File: src/rtl/pwm_drv_pkg.sv
package pwm_drv_pkg;

    typedef enum logic [1:0] {
        ST_OFF  = 2'd0,
        ST_SYNC = 2'd1,
        ST_SOFT = 2'd2,
        ST_RUN  = 2'd3
    } drv_state_t;

    typedef enum logic {
        TOPO_BOOST = 1'b0,
        TOPO_BUCK  = 1'b1
    } topo_t;

    // code nearest to tenths/10 of full scale fs
    function automatic int win_code(input int fs, input int tenths);
        return (fs * tenths + 5) / 10;
    endfunction

endpackage

File: src/rtl/pwm_ramp_cnt.sv
module pwm_ramp_cnt #(
    parameter int RAMP_W = 8
) (
    input  logic              clk,
    input  logic              rst_n,
    output logic [RAMP_W-1:0] cnt_o,
    output logic              wrap_o
);

    logic [RAMP_W-1:0] cnt_q;

    always_ff @(posedge clk or negedge rst_n) begin
        if (!rst_n) begin
            cnt_q <= '0;
        end else begin
            cnt_q <= cnt_q + 1'b1;
        end
    end

    assign cnt_o  = cnt_q;
    assign wrap_o = (cnt_q == {RAMP_W{1'b1}});

endmodule

File: src/rtl/pwm_width_calc.sv
module pwm_width_calc #(
    parameter int CODE_W = 8,
    parameter int RAMP_W = 8,
    parameter int WIN_LO = 26,
    parameter int WIN_HI = 230,
    parameter int CEIL   = 250
) (
    input  logic [CODE_W-1:0] comp_i,
    input  logic [CODE_W-1:0] cap_i,
    input  logic              cap_use_i,
    input  logic [RAMP_W:0]   ss_i,
    output logic [RAMP_W:0]   width_o
);

    localparam int WID_W = RAMP_W + 1;
    localparam int PW    = CODE_W + RAMP_W + 1;
    localparam int SPAN  = WIN_HI - WIN_LO;

    localparam logic [CODE_W-1:0] LO_V   = CODE_W'(WIN_LO);
    localparam logic [CODE_W-1:0] HI_V   = CODE_W'(WIN_HI);
    localparam logic [WID_W-1:0]  CEIL_V = WID_W'(CEIL);
    localparam logic [PW-1:0]     SPAN_V = PW'(SPAN);

    logic [CODE_W-1:0] diff;
    logic [PW-1:0]     scaled;
    logic [PW-1:0]     cap_scaled;
    logic [WID_W-1:0]  lin_w;
    logic [WID_W-1:0]  comp_w;
    logic [WID_W-1:0]  cap_w;
    logic [WID_W-1:0]  cap_lim;
    logic [WID_W-1:0]  pick;

    // linear section of the window, scaled to ramp clocks
    always_comb begin
        diff   = comp_i - LO_V;
        scaled = {{(RAMP_W + 1){1'b0}}, diff} << RAMP_W;
        lin_w  = WID_W'(scaled / SPAN_V);
    end

    // dead zones at both ends of the error range
    always_comb begin
        if (comp_i < LO_V) begin
            comp_w = '0;
        end else if (comp_i >= HI_V) begin
            comp_w = CEIL_V;
        end else begin
            comp_w = lin_w;
        end
    end

    // programmed duty limit, falling back to the hard ceiling
    always_comb begin
        cap_scaled = ({{(RAMP_W + 1){1'b0}}, cap_i} << RAMP_W) >> CODE_W;
        cap_w      = WID_W'(cap_scaled);
        if (cap_use_i && (cap_w < CEIL_V)) begin
            cap_lim = cap_w;
        end else begin
            cap_lim = CEIL_V;
        end
    end

    // smallest of all limits
    always_comb begin
        pick = comp_w;
        if (cap_lim < pick) begin
            pick = cap_lim;
        end
        if (ss_i < pick) begin
            pick = ss_i;
        end
        if (CEIL_V < pick) begin
            pick = CEIL_V;
        end
        width_o = pick;
    end

endmodule

File: src/rtl/pwm_seq_fsm.sv
module pwm_seq_fsm
    import pwm_drv_pkg::*;
#(
    parameter int RAMP_W  = 8,
    parameter int SS_STEP = 16
) (
    input  logic           clk,
    input  logic           rst_n,
    input  logic           go_i,
    input  logic           wrap_i,
    input  logic           mode_i,
    output drv_state_t     state_o,
    output topo_t          topo_o,
    output logic [RAMP_W:0] ss_o
);

    localparam int WID_W = RAMP_W + 1;
    localparam logic [WID_W-1:0] FULL = WID_W'(2 ** RAMP_W);
    localparam logic [WID_W-1:0] STEP = WID_W'(SS_STEP);

    drv_state_t       state_q;
    drv_state_t       state_d;
    topo_t            topo_q;
    logic [WID_W-1:0] ss_q;
    logic [WID_W-1:0] ss_inc;

    // next-state logic
    always_comb begin
        state_d = state_q;
        if (!go_i) begin
            state_d = ST_OFF;
        end else begin
            unique case (state_q)
                ST_OFF:  state_d = ST_SYNC;
                ST_SYNC: if (wrap_i) state_d = ST_SOFT;
                ST_SOFT: if (wrap_i && (ss_q == FULL)) state_d = ST_RUN;
                ST_RUN:  state_d = ST_RUN;
            endcase
        end
    end

    // state register
    always_ff @(posedge clk or negedge rst_n) begin
        if (!rst_n) begin
            state_q <= ST_OFF;
        end else begin
            state_q <= state_d;
        end
    end

    // saturating soft-start step
    always_comb begin
        if (ss_q >= (FULL - STEP)) begin
            ss_inc = FULL;
        end else begin
            ss_inc = ss_q + STEP;
        end
    end

    // topology capture and soft-start clamp
    always_ff @(posedge clk or negedge rst_n) begin
        if (!rst_n) begin
            topo_q <= TOPO_BUCK;
            ss_q   <= '0;
        end else if (state_q == ST_OFF) begin
            ss_q <= '0;
            if (go_i) begin
                topo_q <= topo_t'(mode_i);
            end
        end else if (wrap_i) begin
            ss_q <= ss_inc;
        end
    end

    assign state_o = state_q;
    assign topo_o  = topo_q;
    assign ss_o    = ss_q;

    // captured topology is frozen outside the stopped state
    p_mode_frozen_r8: assert property (@(posedge clk) disable iff (!rst_n)
        (state_q != ST_OFF) |=> $stable(topo_q));

    // losing the run condition always lands in the stopped state
    p_stop_to_off_r9: assert property (@(posedge clk) disable iff (!rst_n)
        !go_i |=> (state_q == ST_OFF));

    // clamp never passes a full period
    p_ss_bounded_r10: assert property (@(posedge clk) disable iff (!rst_n)
        ss_q <= FULL);

endmodule

File: src/rtl/pwm_drive_ctrl.sv
module pwm_drive_ctrl
    import pwm_drv_pkg::*;
#(
    parameter int CODE_W        = 8,
    parameter int RAMP_W        = 8,
    parameter int SS_STEP       = 16,
    parameter int DUTY_CEIL_PCT = 98
) (
    input  logic              clk,
    input  logic              rst_n,
    input  logic              run_en,
    input  logic              ext_ok,
    input  logic              uv_flag,
    input  logic              ot_flag,
    input  logic              mode_sel,
    input  logic [CODE_W-1:0] err_code,
    input  logic [CODE_W-1:0] duty_cap,
    input  logic              cap_use,
    output logic              drv_hi,
    output logic              drv_lo
);

    localparam int PERIOD = 2 ** RAMP_W;
    localparam int WID_W  = RAMP_W + 1;
    localparam int FS     = (2 ** CODE_W) - 1;
    localparam int WIN_LO = win_code(FS, 1);
    localparam int WIN_HI = win_code(FS, 9);
    localparam int CEIL   = (PERIOD * DUTY_CEIL_PCT) / 100;

    logic              go;
    logic [RAMP_W-1:0] ramp;
    logic              wrap;
    drv_state_t        state;
    topo_t             topo;
    logic [WID_W-1:0]  ss_clamp;
    logic [WID_W-1:0]  width_d;
    logic [WID_W-1:0]  width_q;
    logic              active;

    assign go = run_en & ext_ok & ~uv_flag & ~ot_flag;

    pwm_ramp_cnt #(
        .RAMP_W (RAMP_W)
    ) u_ramp (
        .clk    (clk),
        .rst_n  (rst_n),
        .cnt_o  (ramp),
        .wrap_o (wrap)
    );

    pwm_seq_fsm #(
        .RAMP_W  (RAMP_W),
        .SS_STEP (SS_STEP)
    ) u_seq (
        .clk     (clk),
        .rst_n   (rst_n),
        .go_i    (go),
        .wrap_i  (wrap),
        .mode_i  (mode_sel),
        .state_o (state),
        .topo_o  (topo),
        .ss_o    (ss_clamp)
    );

    pwm_width_calc #(
        .CODE_W (CODE_W),
        .RAMP_W (RAMP_W),
        .WIN_LO (WIN_LO),
        .WIN_HI (WIN_HI),
        .CEIL   (CEIL)
    ) u_width (
        .comp_i    (err_code),
        .cap_i     (duty_cap),
        .cap_use_i (cap_use),
        .ss_i      (ss_clamp),
        .width_o   (width_d)
    );

    // width is taken only at the period boundary
    always_ff @(posedge clk or negedge rst_n) begin
        if (!rst_n) begin
            width_q <= '0;
        end else if (wrap) begin
            width_q <= width_d;
        end
    end

    // output process: steer the pulse to the captured topology
    always_comb begin
        active = ((state == ST_SOFT) || (state == ST_RUN)) &&
                 ({1'b0, ramp} < width_q);
        drv_hi = active && (topo == TOPO_BUCK);
        drv_lo = active && (topo == TOPO_BOOST);
    end

    // stored width never exceeds the hard ceiling
    p_width_ceiling_r4: assert property (@(posedge clk) disable iff (!rst_n)
        width_q <= WID_W'(CEIL));

    // stored width only moves at a period boundary
    p_width_at_wrap_r11: assert property (@(posedge clk) disable iff (!rst_n)
        !wrap |=> $stable(width_q));

    // the idle side stays low for the captured topology
    p_idle_side_low_r7: assert property (@(posedge clk) disable iff (!rst_n)
        (topo == TOPO_BUCK) |-> !drv_lo);

    // any stop condition silences both outputs on the next edge
    p_stop_quiet_r9: assert property (@(posedge clk) disable iff (!rst_n)
        !go |=> (!drv_hi && !drv_lo));

endmodule

File: config.mk
export PLATFORM = sky130hd
export DESIGN_NAME = pwm_drive_ctrl
export DESIGN_NICKNAME = d
export VERILOG_FILES = /design/src/rtl/pwm_drv_pkg.sv /design/src/rtl/pwm_ramp_cnt.sv /design/src/rtl/pwm_width_calc.sv /design/src/rtl/pwm_seq_fsm.sv /design/src/rtl/pwm_drive_ctrl.sv
export SDC_FILE = /design/constraint.sdc
export NUM_CORES = 1
export LEC_CHECK = 0
export ABC_CLOCK_PERIOD_IN_PS = 4700
export BUFFER_PORTS_ARGS = -buffer_cell sky130_fd_sc_hd__buf_2
export CAP_MARGIN = 5
export CORE_AREA = 2 2 97 99
export DETAILED_ROUTE_END_ITERATION = 6
export DIE_AREA = 0 0 99 101
export GPL_TIMING_DRIVEN = 0
export PLACE_DENSITY = 0.69
export SYNTH_ARGS = -nofsm -noshare
export SYNTH_HDL_FRONTEND = slang
export SYNTH_SLANG_ARGS = --single-unit
export TNS_END_PERCENT = 50
File: constraint.sdc
create_clock -name clk -period 4.7 [get_ports clk]
set_input_delay 0.235 -clock clk [delete_from_list [all_inputs] [get_ports clk]]
set_output_delay 0.235 -clock clk [all_outputs]
set_load 0.005 [all_outputs]
### Word-level counts from Yosys, hierarchy flattened

Index checks and enable logic that the tools add are counted.

* logic and storage cells: 53
* bits of input ports: 24
* bits in registers: 29
* output and inout bits: 2

* bitwise gates (word level): 6
* add/subtract/negate cells: 3
* equal/unequal tests: 7
* reduce and logical (&&, ||, !) cells: 10
* magnitude comparators: 8
* multiplexer cells: 13
* div/mod/pow operators: 1

Operator list (count)
* 2-to-1 mux 9 bit: 8
* < comparator 8 x 9 -> 1 bit: 2
* divider 16 x 8 -> 17 bit (second input constant): 1
* adder 9 x 5 -> 9 bit (second input constant): 1
* == test 9 bit (second input constant): 1
* greater-or-equal comparator 9 x 8 -> 1 bit (second input constant): 1
* < comparator 8 x 9 -> 1 bit (first input constant): 1
* < comparator 9 bit: 1
* adder 8 x 1 -> 8 bit (second input constant): 1
* == test 8 bit (second input constant): 1
* greater-or-equal comparator 8 bit (second input constant): 1
* < comparator 8 x 5 -> 1 bit (second input constant): 1
* < comparator 8 bit (second input constant): 1
* 2-to-1 mux 8 bit: 1
* case mux 2 bit (4 select lines): 1
* subtractor 8 x 5 -> 8 bit (second input constant): 1
* 2-to-1 mux 2 bit: 3
* inequality test 3 bit (second input constant): 2
* logical AND 1 bit: 5
* == test 2 bit (second input constant): 2
* AND reduction 2 bit: 2
* AND 1 bit: 3
* inverter 1 bit: 3
* == test 2 x 1 -> 1 bit (second input constant): 1
* other kinds (3): 3

### Longest topological paths before layout

* word-level depth: 10
* mapped depth: 54
* mapped depth without buffers: 51

### By module

A second synthesis with hierarchy kept.

* cell total of the unflattened synthesis: 588
* area total of the unflattened synthesis: 4551.9 um^2

By module, submodules not included
* pwm_width_calc: instances 1, cells an instance 452, area an instance 3189.3 um^2, sequential area each 0.0 um^2
* pwm_drive_ctrl: instances 1, cells an instance 59, area an instance 539.3 um^2, sequential area each 225.2 um^2
* pwm_seq_fsm: instances 1, cells an instance 51, area an instance 499.2 um^2, sequential area each 201.4 um^2
* pwm_ramp_cnt: instances 1, cells an instance 26, area an instance 324.1 um^2, sequential area each 200.2 um^2

### Worst setup path after synthesis

Ideal clock, no wire load.

* kind: input-to-reg
* start point: in err_code[1]
* end point: reg width_q[1]
* buffers on the path: 2
* setup time: 0.079 ns
* stages: 52
* slack: -5.793 ns
* arrival time: 10.413 ns
* required time: 4.621 ns
* path through: buf_2 inv_1 ha_1 buf_4 and3b_1 o211ai_2 o2111ai_1 mux2_2 o41ai_4 xnor2_1 ha_1 a211oi_2 and4_4 a21oi_4 a221o_1 or3_1 a41o_1 o211a_1 (+16 left out) nand2b_1 a21oi_1 nor2b_1 o21a_1 a21o_1 nor2_1 nand2b_1 o22ai_1 a211oi_4 o22ai_1 ha_1 nor2b_1 o21ai_0 nand2b_1 a21oi_1 o41ai_4 o221ai_2 a2bb2oi_1

* cells in the longest elaborated chain, start to end: 10
* elaborated cells on any way between the ends: 12
* classes of those cells: add/sub: 1; div: 1; order compare: 5; mux: 5

RTL lines
* start, declared: line pwm_drive_ctrl.sv:16 `input logic [CODE_W-1:0] err_code,`
* subtractor 8 x 5 -> 8 bit: line pwm_width_calc.sv:35 `diff = comp_i - LO_V;`
* divider 16 x 8 -> 17 bit: line pwm_width_calc.sv:37 `lin_w = WID_W'(scaled / SPAN_V);`
* 2-to-1 mux 9 bit: line pwm_width_calc.sv:44 `end else if (comp_i >= HI_V) begin`
* 2-to-1 mux 9 bit (*): line pwm_width_calc.sv:42 `if (comp_i < LO_V) begin`
* < comparator 8 x 9 -> 1 bit: line pwm_width_calc.sv:65 `if (cap_lim < pick) begin`
* 2-to-1 mux 9 bit (*): line pwm_width_calc.sv:65
* < comparator 9 bit: line pwm_width_calc.sv:68 `if (ss_i < pick) begin`
* 2-to-1 mux 9 bit (*): line pwm_width_calc.sv:68
* < comparator 8 x 9 -> 1 bit: line pwm_width_calc.sv:71 `if (CEIL_V < pick) begin`
* 2-to-1 mux 9 bit (*): line pwm_width_calc.sv:71
* end signal, assigned: line pwm_drive_ctrl.sv:84 `width_q <= width_d;`
* end, declared: line pwm_drive_ctrl.sv:37 `logic [WID_W-1:0] width_q;`

Every way passes the cells marked *; elsewhere a longest branch is shown, timed or not.
A chain may end at the register's enable or synchronous reset.

### Worst setup path after layout

* start point: in err_code[1]
* end point: reg width_q[7]

The elaborated chain is that of the path after synthesis.

==> summary.txt <==
Route
  • ANT nets after route: 0
  • DR vias: 5,193
  • Drt wl/cell: 18.1 um
  • Initial DRT Pass Iterations: 6
  • Violation count after the first detailed-route iteration: 330
  • Total wire length: 14,500 um
  • DR vias/cell: 6.50
  • Number of remaining DRC errors: 0

Timing
  • Final hold vios: 0
  • Setup_tns: -39.89 ns
  • Clk_skew: 0.000977 ns
  • RSZ-0062 raised after global routing: true
  • Max-slew headroom: 52.0%
  • Slew Limit Fails: 0
  • Final WS setup: -5.12 ns
  • Crit share post-route: 209%
  • Worst hold slack: 0.169 ns
  • Slew @ Worst Pin: 0.710 ns
  • Fmax: 102 MHz
  • # setup viols final: 8
  • Period minus WS final: 9.82 ns

Finish
  • Diode count: 0
  • Finished layout cell area: 0.00604 mm^2
  • Area grow syn2layout: 38.3%
  • Fraction of layout cells with a size suffix above 1: 36.0%
  • Finished Layout Cells: 799
  • Final Net Count: 741
  • Finished Core Util: 67.3%

Yosys
  • Post-synth EDFFs: 0
  • Post-Syn Area: 0.00437 mm^2
  • FF+latch count, synth: 25
  • Main synth FF type: dfrtp_1
  • Most frequent cells after synthesis: nor2_1, nand2_1, o21ai_0
  • Cell taking the most area after synthesis: dfrtp_1
  • Post-Synthesis Cells: 583
  • Top-area cell type share of the netlist area: 13.7%
  • Yosys cell types: 91
  • Sequential area share after synthesis: 14.4%
  • Synth async-reset ratio: 100%
  • Syn_nets: 635
  • Synthesis Warnings: 0
  • Post-Syn Area per Cell: 7.49 um^2
  • Synth top area cells: dfrtp_1, ha_1, o21ai_0, nor2_1, nand2_1
  • Most frequent cell after synthesis: nor2_1

GRT
  • Total congestion overflow: 0
  • Total GRT Usage: 26.5%
  • Vias in the first global route: 4,677
  • Largest net degree at the start of global routing: 26
  • First-pass GRT wire length: 22,500 um
  • Initial antenna violation count: 0

Floorplan
  • Die W: 99 um
  • Top Ports: 26
  • Die area: 0.0100 mm^2
  • Die H: 101 um
  • Initial Util: 48.7%
  • Row count: 35
  • Core Footprint: 0.00898 mm^2

Setup path
  • R2r setup slk: 2.48 ns
  • Reg-to-reg startpoint: u_seq.ss_o[5]
  • Slowest-stage cell, CP: o41ai_4
  • CP startpoint: err_code[1]
  • FF-to-FF End: width_q[7]
  • Arrival @ worst endpoint: 10.00 ns
  • Crit-path max cell delay: 0.47 ns
  • Setup CP Type: input port to register
  • Crit path capture type: register
  • Worst-path fanout max: 5
  • R2R cell count: 11
  • Worst EP required: 4.88 ns
  • Setup crit start kind: input port
  • Critical Path Sink: width_q[7]

CTS
  • Worst-case clock buffer depth: 2
  • Worst skew pair latency: 0.26 ns
  • H-tree levels: 1
  • CTS tree: yes
  • Clock sinks: 25
  • TritonCTS Buffers: 3
  • Root Driver: clkbuf_8
  • Clock slew at reported path FFs: 0.08 ns

Pwr
  • Clk pwr share: 3.2%
  • P_int: 1.85 mW
  • Sequential Power Share: 5.6%
  • Max VDD drop: 801 uV
  • Net Switching: 2.08 mW
  • Logic pwr share: 91.2%
  • Leakage: 2.53 nW
  • Pwr dens: 649 mW/mm^2
  • Switching share of power: 52.9%

Flow run
  • Max-cap viol count: 0

Placement
  • RD Place Congestion: 0.916
  • DP Area: 0.00473 mm^2
  • Post-DP HPWL: 9510 um
  • Placed insts: 719
  • IO Port Bufs: 25

Worst hold path
  • Worst hold path type: input port to register

Status
  • Failing checks: setup timing
  • Outcome: complete, but fails checks
worst min path at each step:
stage | from | to | depth (start not counted)
floorplan | rst_n | u_ramp.cnt_o[0] | 0
global placement | rst_n | u_ramp.cnt_o[1] | 1
detailed placement | rst_n | u_ramp.cnt_o[0] | 1
CTS | mode_sel | u_seq.topo_o | 3
global route | mode_sel | u_seq.topo_o | 3
finish | mode_sel | u_seq.topo_o | 3
power groups by stage:
stage | Clock (mW) | Sequential, mW | Combinational (mW)
floorplan | 0 | 0.224 | 2.02
global placement | 0 | 0.224 | 2.43
detailed placement | 0 | 0.224 | 2.51
CTS | 0.128 | 0.220 | 3.11
global route | 0.137 | 0.220 | 3.83
finish | 0.124 | 0.219 | 3.58
stage by stage:
step           total power, mW  setup WS (ns)
2_1_floorplan             2.24          -5.05
3_3_place_gp              2.66          -6.64
3_5_place_dp              2.74          -6.86
4_1_cts                   3.46          -5.03
5_1_grt                   4.18          -5.48
6_report                  3.92          -5.12
registers in the layout (all words and copies together), names as in the netlist:
name	flops
u_seq.topo_o	1
u_seq.ss_o	5
width_q	9
u_seq.state_o	2
u_ramp.cnt_o	8
kinds of logic after synthesis:
family                   after synthesis  share of synthesized area, %
buffers and inverters                 39                          3.81
AND/OR/NAND/NOR                      220                          25.3
multiplexers                          24                          5.76
AO/OA/AOI/OAI                        222                          37.9
other                                  1                        0.0859
XOR/XNOR                              24                          4.81
adder cells (fa/ha/maj)               28                          8.02
flip-flops                            25                          14.4
layout by cell type (no fill, tap or decap), types with 15 or more instances in the layout:
| master | count |
|---|---|
| a21oi_1 | 22 |
| buf_2 | 25 |
| buf_4 | 75 |
| dfrtp_1 | 24 |
| ha_1 | 24 |
| inv_1 | 19 |
| nand2_1 | 48 |
| nand3_1 | 24 |
| nor2_1 | 47 |
| nor3_1 | 15 |
| o21ai_0 | 36 |
layer usage:
metal  share of wire [%]  wire (um)  vias to the layer above  GRT usage [%]
met5                   0          0                        -              0
met4                 2.2        319                        0           5.58
met3                 6.7        970                       36           2.01
met2                  48       7010                      234           45.6
met1                  43       6190                     2473           36.6
li1                    -          -                     2450              -
cell type report:
type	count	area, um^2
tap	111	139
buffer	13	83.8
fill	719	2940
multi-input combinational	519	4310
sequential	25	627
clock inverter	1	5.00
timing repair buffer	103	741
clock buffer	3	41.3
inverter	24	97.6
worst max-delay path, delay by kind of cell:
kind | cells | cell delay (ns)
xor gates and xnor gates | 3 | 0.49
and+or+nand+nor | 14 | 2.44
muxes | 2 | 0.65
adders and majority gates | 5 | 1.27
AOI/OAI and AO/OA | 25 | 4.35
buffers and inverters | 5 | 0.53
timing repair:
item,4_1_cts,5_1_grt
hold endpoints to repair,24,0
gates resized for setup,68,77
hold buffers,1,0
buffers inserted,48,29
gates cloned,0,0
pin swaps,41,43
setup endpoints to repair,8,8
(Power assumes the default switching activity.)
